<file path="src/rtl/tpg_pkg.sv">
package tpg_pkg;
    typedef enum logic {
        LVL_LOW  = 1'b0,
        LVL_HIGH = 1'b1
    } level_e;
endpackage

</file>
<file path="src/rtl/tpg_step.sv">
// Per-cycle advance of the ideal time base: one cycle plus signed drift.
module tpg_step #(
    parameter int FRAC_W  = 32,
    parameter int DRIFT_W = 28
) (
    input  logic signed [DRIFT_W-1:0] drift_i,
    output logic        [FRAC_W+1:0]  step_o
);
    localparam int STEP_W = FRAC_W + 2;
    localparam logic [STEP_W-1:0] ONE_CYCLE = {2'b01, {FRAC_W{1'b0}}};

    logic [STEP_W-1:0] drift_ext;

    always_comb begin
        drift_ext = {{(STEP_W-DRIFT_W){drift_i[DRIFT_W-1]}}, drift_i};
        step_o    = ONE_CYCLE + drift_ext;
    end
endmodule

</file>
<file path="src/rtl/tpg_span.sv">
// Splits the period into high and low intervals from the duty setting.
module tpg_span #(
    parameter int FRAC_W = 32,
    parameter int INT_W  = 27,
    parameter int DUTY_W = 8
) (
    input  logic [INT_W+FRAC_W-1:0] period_i,
    input  logic [DUTY_W-1:0]       duty_i,
    output logic [INT_W+FRAC_W-1:0] high_o,
    output logic [INT_W+FRAC_W-1:0] low_o
);
    localparam int PER_W  = INT_W + FRAC_W;
    localparam int PROD_W = PER_W + DUTY_W;

    logic [DUTY_W-1:0] duty_c;
    logic [PROD_W-1:0] prod;

    always_comb begin
        // a zero duty would give a zero-length high time; force one step
        duty_c = (duty_i == '0) ? DUTY_W'(1) : duty_i;
        prod   = {{DUTY_W{1'b0}}, period_i} * {{PER_W{1'b0}}, duty_c};
        high_o = prod[PROD_W-1:DUTY_W];
        low_o  = period_i - high_o;
    end
endmodule

</file>
<file path="src/rtl/tpg_phase.sv">
// Remaining-time register: counts down toward the next target and snaps
// the transition to the nearest reference edge.
module tpg_phase
    import tpg_pkg::*;
#(
    parameter int FRAC_W  = 32,
    parameter int INT_W   = 27,
    parameter int DRIFT_W = 28
) (
    input  logic                     clk_i,
    input  logic                     rst_ni,
    input  logic [INT_W+FRAC_W-1:0]  period_i,
    input  logic [FRAC_W+1:0]        step_i,
    input  logic [INT_W+FRAC_W-1:0]  high_i,
    input  logic [INT_W+FRAC_W-1:0]  low_i,
    output logic                     pulse_o,
    output logic                     edge_o,
    output logic signed [FRAC_W+1:0] resid_o
);
    localparam int PER_W = INT_W + FRAC_W;
    localparam int REM_W = PER_W + 2;
    localparam int RES_W = FRAC_W + 2;
    localparam logic signed [REM_W-1:0] REM_HALF = REM_W'(1) << (FRAC_W-1);
    localparam logic signed [RES_W-1:0] RES_HI   = RES_W'(1) << (FRAC_W-1);
    localparam logic signed [RES_W-1:0] RES_DM   = RES_W'(1) << (DRIFT_W-1);
    localparam logic signed [RES_W-1:0] RES_LO   = -RES_HI - RES_DM;

    typedef struct packed {
        logic             armed;
        level_e           level;
        logic             fire;
        logic [REM_W-1:0] rem;
        logic [RES_W-1:0] resid;
    } state_t;

    state_t s_d, s_q;
    logic signed [REM_W-1:0] rem_nx;
    logic        [PER_W-1:0] span_nx;

    always_comb begin
        s_d      = s_q;
        s_d.fire = 1'b0;
        rem_nx   = $signed(s_q.rem) - $signed({{(REM_W-FRAC_W-2){1'b0}}, step_i});
        span_nx  = (s_q.level == LVL_LOW) ? high_i : low_i;
        if (!s_q.armed) begin
            s_d.armed = 1'b1;
            s_d.rem   = {2'b00, period_i};
        end else if (rem_nx < REM_HALF) begin
            s_d.fire  = 1'b1;
            s_d.level = (s_q.level == LVL_LOW) ? LVL_HIGH : LVL_LOW;
            s_d.resid = rem_nx[RES_W-1:0];
            s_d.rem   = rem_nx + $signed({2'b00, span_nx});
        end else begin
            s_d.rem   = rem_nx;
        end
    end

    always_ff @(posedge clk_i or negedge rst_ni) begin
        if (!rst_ni) s_q <= '0;
        else         s_q <= s_d;
    end

    assign pulse_o = (s_q.level == LVL_HIGH);
    assign edge_o  = s_q.fire;
    assign resid_o = $signed(s_q.resid);

    assert_unarmed_quiet_R1: assert property (@(posedge clk_i) disable iff (!rst_ni)
        !s_q.armed |-> (!pulse_o && !edge_o && resid_o == '0));

    assert_resid_bound_R4: assert property (@(posedge clk_i) disable iff (!rst_ni)
        edge_o |-> (resid_o < RES_HI && resid_o >= RES_LO));

    assert_resid_hold_R3: assert property (@(posedge clk_i) disable iff (!rst_ni)
        !edge_o |-> $stable(resid_o));

    assert_edge_toggles_R8: assert property (@(posedge clk_i) disable iff (!rst_ni)
        edge_o |-> (pulse_o != $past(pulse_o)));

    assert_level_hold_R8: assert property (@(posedge clk_i) disable iff (!rst_ni)
        !edge_o |-> (pulse_o == $past(pulse_o)));
endmodule

</file>
<file path="src/rtl/tpg_top.sv">
module tpg_top #(
    parameter int FRAC_W  = 32,
    parameter int INT_W   = 27,
    parameter int DUTY_W  = 8,
    parameter int DRIFT_W = 28
) (
    input  logic                       clk_i,
    input  logic                       rst_ni,
    input  logic [INT_W+FRAC_W-1:0]    period_i,
    input  logic [DUTY_W-1:0]          duty_i,
    input  logic signed [DRIFT_W-1:0]  drift_i,
    output logic                       pulse_o,
    output logic                       edge_o,
    output logic signed [FRAC_W+1:0]   resid_o
);
    localparam int PER_W = INT_W + FRAC_W;

    logic [FRAC_W+1:0] step;
    logic [PER_W-1:0]  high_len;
    logic [PER_W-1:0]  low_len;

    tpg_step #(.FRAC_W(FRAC_W), .DRIFT_W(DRIFT_W)) step_i (
        .drift_i (drift_i),
        .step_o  (step)
    );

    tpg_span #(.FRAC_W(FRAC_W), .INT_W(INT_W), .DUTY_W(DUTY_W)) span_i (
        .period_i (period_i),
        .duty_i   (duty_i),
        .high_o   (high_len),
        .low_o    (low_len)
    );

    tpg_phase #(.FRAC_W(FRAC_W), .INT_W(INT_W), .DRIFT_W(DRIFT_W)) phase_i (
        .clk_i    (clk_i),
        .rst_ni   (rst_ni),
        .period_i (period_i),
        .step_i   (step),
        .high_i   (high_len),
        .low_i    (low_len),
        .pulse_o  (pulse_o),
        .edge_o   (edge_o),
        .resid_o  (resid_o)
    );
endmodule

</file>
<file path="config.mk">
export PLATFORM = sky130hd
export DESIGN_NAME = tpg_top
export DESIGN_NICKNAME = d
export VERILOG_FILES = /design/src/rtl/tpg_pkg.sv /design/src/rtl/tpg_step.sv /design/src/rtl/tpg_span.sv /design/src/rtl/tpg_phase.sv /design/src/rtl/tpg_top.sv
export SDC_FILE = /design/constraint.sdc
export NUM_CORES = 2
export LEC_CHECK = 0
export CAP_MARGIN = 20
export CORE_MARGIN = 4
export CORE_UTILIZATION = 30
export CTS_BUF_LIST = sky130_fd_sc_hd__clkbuf_4
export CTS_CLUSTER_DIAMETER = 80
export DETAILED_ROUTE_END_ITERATION = 8
export DONT_BUFFER_PORTS = 1
export SYNTH_ARGS = -nofsm -noshare
export SYNTH_HDL_FRONTEND = slang
export SYNTH_HIERARCHICAL = 1
export SYNTH_SLANG_ARGS = --single-unit
</file>
<file path="constraint.sdc">
create_clock -name clk_i -period 11.84 [get_ports clk_i]
set_input_delay 1.776 -clock clk_i [delete_from_list [all_inputs] [get_ports clk_i]]
set_output_delay 1.776 -clock clk_i [all_outputs]
set_load 0.01 [all_outputs]
</file>
==> results by group <==
Min path
  • Min-delay worst type: register to register
  • Number of instances on the worst hold path: 1

Finish
  • Share of post-route cells with drive strength above 1: 0.0945
  • Fill cell count: 10,531
  • Layout Area Growth over Synthesis: 5.94%
  • NumNets Final: 4,222
  • Final non-filler cell total: 4,886

Placed design
  • Weighted congestion reported at the end of routability-driven placement: 0.926
  • Placed cell count: 4,866
  • Post-detail-place hpwl: 74,200 um
  • Port Buf Inserts: 0

Critical path
  • Crit-path slowest cell: sky130_fd_sc_hd__fa_1
  • Setup crit end kind: register
  • Worst Reg2Reg Path Length in Cells: 25
  • Crit path required time: 12.18 ns
  • Maximum cell stage delay along the critical path: 0.53 ns
  • Startpoint class of the critical path: primary input
  • Start-to-end type of the worst setup path: primary input to register
  • CP arrival: 11.75 ns
  • Worst Path Max Fanout: 60

Clock tree
  • CTS tree: done
  • Clock latency on the worst-skew pair: 0.49 ns
  • Cts hold-fix bufs: 0
  • Cell at the root of the clock tree: sky130_fd_sc_hd__clkbuf_4
  • Clock Path Buffers: 2
  • # H-tree levels: 3
  • Number of sinks handled by clock tree synthesis: 98
  • Register clock-pin slew on the reported worst setup and hold paths: 0.19 ns
  • Number of buffers created by CTS: 9

Yosys
  • Number of enable flip-flop cells after synthesis: 0
  • Register area share after synthesis: 0.0812
  • Yosys cell types: 121
  • Mean Syn Cell Area: 8.25 um2
  • Share of synthesized registers carrying an async set or reset: 1.00
  • Share of the synthesized area in the top cell type: 0.228
  • Ranking of synthesized cells by instance count: 405 x sky130_fd_sc_hd__inv_1, 383 x sky130_fd_sc_hd__and2_1, 344 x sky130_fd_sc_hd__fa_1
  • YS warnings: 6
  • Post-Syn Instances: 3,663
  • Leading cell types by total area after synthesis: sky130_fd_sc_hd__fa_1 23%, sky130_fd_sc_hd__ha_1 8.2%, sky130_fd_sc_hd__dfrtp_1 8.1%
  • Main synth FF type: sky130_fd_sc_hd__dfrtp_1
  • Post-Syn Nets: 4,303
  • Post-synthesis instance area: 0.0302 mm2
  • Most numerous cell in the Yosys netlist: sky130_fd_sc_hd__inv_1
  • Top cell type by total area after synthesis: sky130_fd_sc_hd__fa_1
  • Flip-flop and latch count after synthesis: 98

Timing
  • Share of the cycle needed by the critical path after routing: 0.963
  • Final setup viols: 0
  • Slew Limit Fails: 0
  • F_max: 87.7 MHz
  • Time the worst path needs with I/O delays and setup: 11.41 ns
  • Number of failing hold endpoints at the final stage: 0
  • Slew at the pin closest to its max-slew limit: 0.794 ns
  • Worst clock skew: 0.0341 ns
  • Headroom to the max-slew limit: 0.469

Routing
  • Number of detailed-routing iterations run before antenna repair: 7
  • Post-DR wirelength/cell: 18.7 um
  • Number of design rule violations left after detail routing: 0
  • Via count: 25,467
  • Routed via count divided by cell count: 5.21
  • Overall routed net length: 91,300 um
  • Count of routing violations after the opening detailed-route iteration: 1,576
  • Number of routed nets with antenna violations: 0

Job
  • Number of maximum-capacitance constraint violations: 0

Die
  • Initial cell density of the core: 0.302
  • Site Rows: 116
  • Die width: 325 um
  • Vertical die dimension: 325 um
  • Ports placed on the boundary: 133
  • DIE AREA: 0.106 mm2
  • Core Box Area: 0.100 mm2

Global route
  • Via count of the first global-routing pass: 26,208
  • Initial antenna violation count: 6
  • Maximum number of pins on one net before global-route repair: 99
  • Total track usage: 0.170
  • Wire length of the first global-routing pass: 147,000 um
  • Total congestion overflow: 0

Outcome
  • Status: complete, no violations
## cells in the final DEF, fill, tap and decap left out, types with 24 or more instances in the layout
cell type and n:
sky130_fd_sc_hd__inv_1 405, sky130_fd_sc_hd__nand3_1 59, sky130_fd_sc_hd__mux2_2 76, sky130_fd_sc_hd__nor2_1 211, sky130_fd_sc_hd__a21o_1 66, sky130_fd_sc_hd__and3_1 26
sky130_fd_sc_hd__nor3_1 44, sky130_fd_sc_hd__xnor2_1 148, sky130_fd_sc_hd__and2_1 383, sky130_fd_sc_hd__fa_1 344, sky130_fd_sc_hd__o21bai_1 24, sky130_fd_sc_hd__a31oi_1 27
sky130_fd_sc_hd__xor2_1 88, sky130_fd_sc_hd__buf_4 123, sky130_fd_sc_hd__nand2b_1 25, sky130_fd_sc_hd__a21oi_1 272, sky130_fd_sc_hd__nor2b_1 69, sky130_fd_sc_hd__nand2_1 252
sky130_fd_sc_hd__dfrtp_1 96, sky130_fd_sc_hd__maj3_1 26, sky130_fd_sc_hd__o21ai_1 29, sky130_fd_sc_hd__a211oi_1 25, sky130_fd_sc_hd__ha_1 197, sky130_fd_sc_hd__nand4_1 28
sky130_fd_sc_hd__o21ai_0 96, sky130_fd_sc_hd__mux2i_1 32
## what timing repair did
| action | 4_1_cts | 5_1_grt |
|---|---|---|
| resized for setup | 0 | 41 |
| buffers inserted | 0 | 3 |
| setup endpoints to repair | 0 | 23 |
## worst max-delay path: cells and delay by family
kind	cells	cell delay (ns)
compound gates	22	4.36
xor+xnor	2	0.30
fa+ha+maj	8	3.39
buf+inv	5	0.46
mux	1	0.27
simple gates	7	1.08
## path summary, 6_finish.rpt
check                               startpoint                   to  slack, ns
max in group asynchronous               rst_ni      phase_i/s_q[59]      10.73
min in group asynchronous               rst_ni   phase_i/resid_o[4]       0.94
max                                  duty_i[2]      phase_i/s_q[89]       0.43
max reg2reg                    phase_i/s_q[34]      phase_i/s_q[89]       5.08
min reg2reg                phase_i/resid_o[28]  phase_i/resid_o[28]       0.59
min                        phase_i/resid_o[28]  phase_i/resid_o[28]       0.59
## routing by layer
metal	wire, um	track usage	vias to the layer above	part of all wire
met3	5020	0.0242	78	0.055
met5	0	0	-	0
li1	-	-	12091	-
met4	1540	0.0273	0	0.017
met1	41500	0.229	12698	0.46
met2	43200	0.294	600	0.47
## cell type report
| cell class | instances | area (um2) | area share |
|---|---|---|---|
| multi-input cells | 2941 | 25300 | 0.791 |
| repair buffers | 124 | 933 | 0.0292 |
| well taps | 1298 | 1620 | 0.0507 |
| clock inverters | 7 | 78.8 | 0.00246 |
| clock buffers | 9 | 67.6 | 0.00211 |
| diodes | 1 | 2.50 | 0.0000782 |
| inverters | 408 | 1530 | 0.0479 |
| flip-flops and latches | 98 | 2460 | 0.0769 |
## cells by family after synthesis
logic type / synth area share
and+or+nand+nor: 0.212
AOI/OAI and AO/OA: 0.175
buffers and inverters: 0.0877
adders and majority gates: 0.321
xor gates and xnor gates: 0.0783
muxes: 0.0442
DFF: 0.0812
other: 0.000249
## sequential cells by signal (all words and copies together), names as in the netlist
signal,count
phase_i/s_q,62
phase_i/resid_o,34
phase_i/pulse_o,1
phase_i/edge_o,1
## stage by stage
stage / util / worst slack (ns) / TNS [ns] / cell area (um2) / hold WS (ns)
after floorplan: - / 0.216 / 0 / 30200 / 0.451
after global placement: 0.317 / -0.149 / -0.540 / 31700 / 0.548
after detailed placement: 0.317 / -0.211 / -0.800 / 31700 / 0.556
after CTS: 0.318 / 0.249 / 0 / 31800 / 0.595
after global routing: 0.320 / -0.0318 / -0.0891 / 32000 / 0.621
final: 0.320 / 0.433 / 0 / 32000 / 0.590
Power is not shown: default switching activity piles up to over one toggle a cycle in this logic, so the estimate is an artifact.
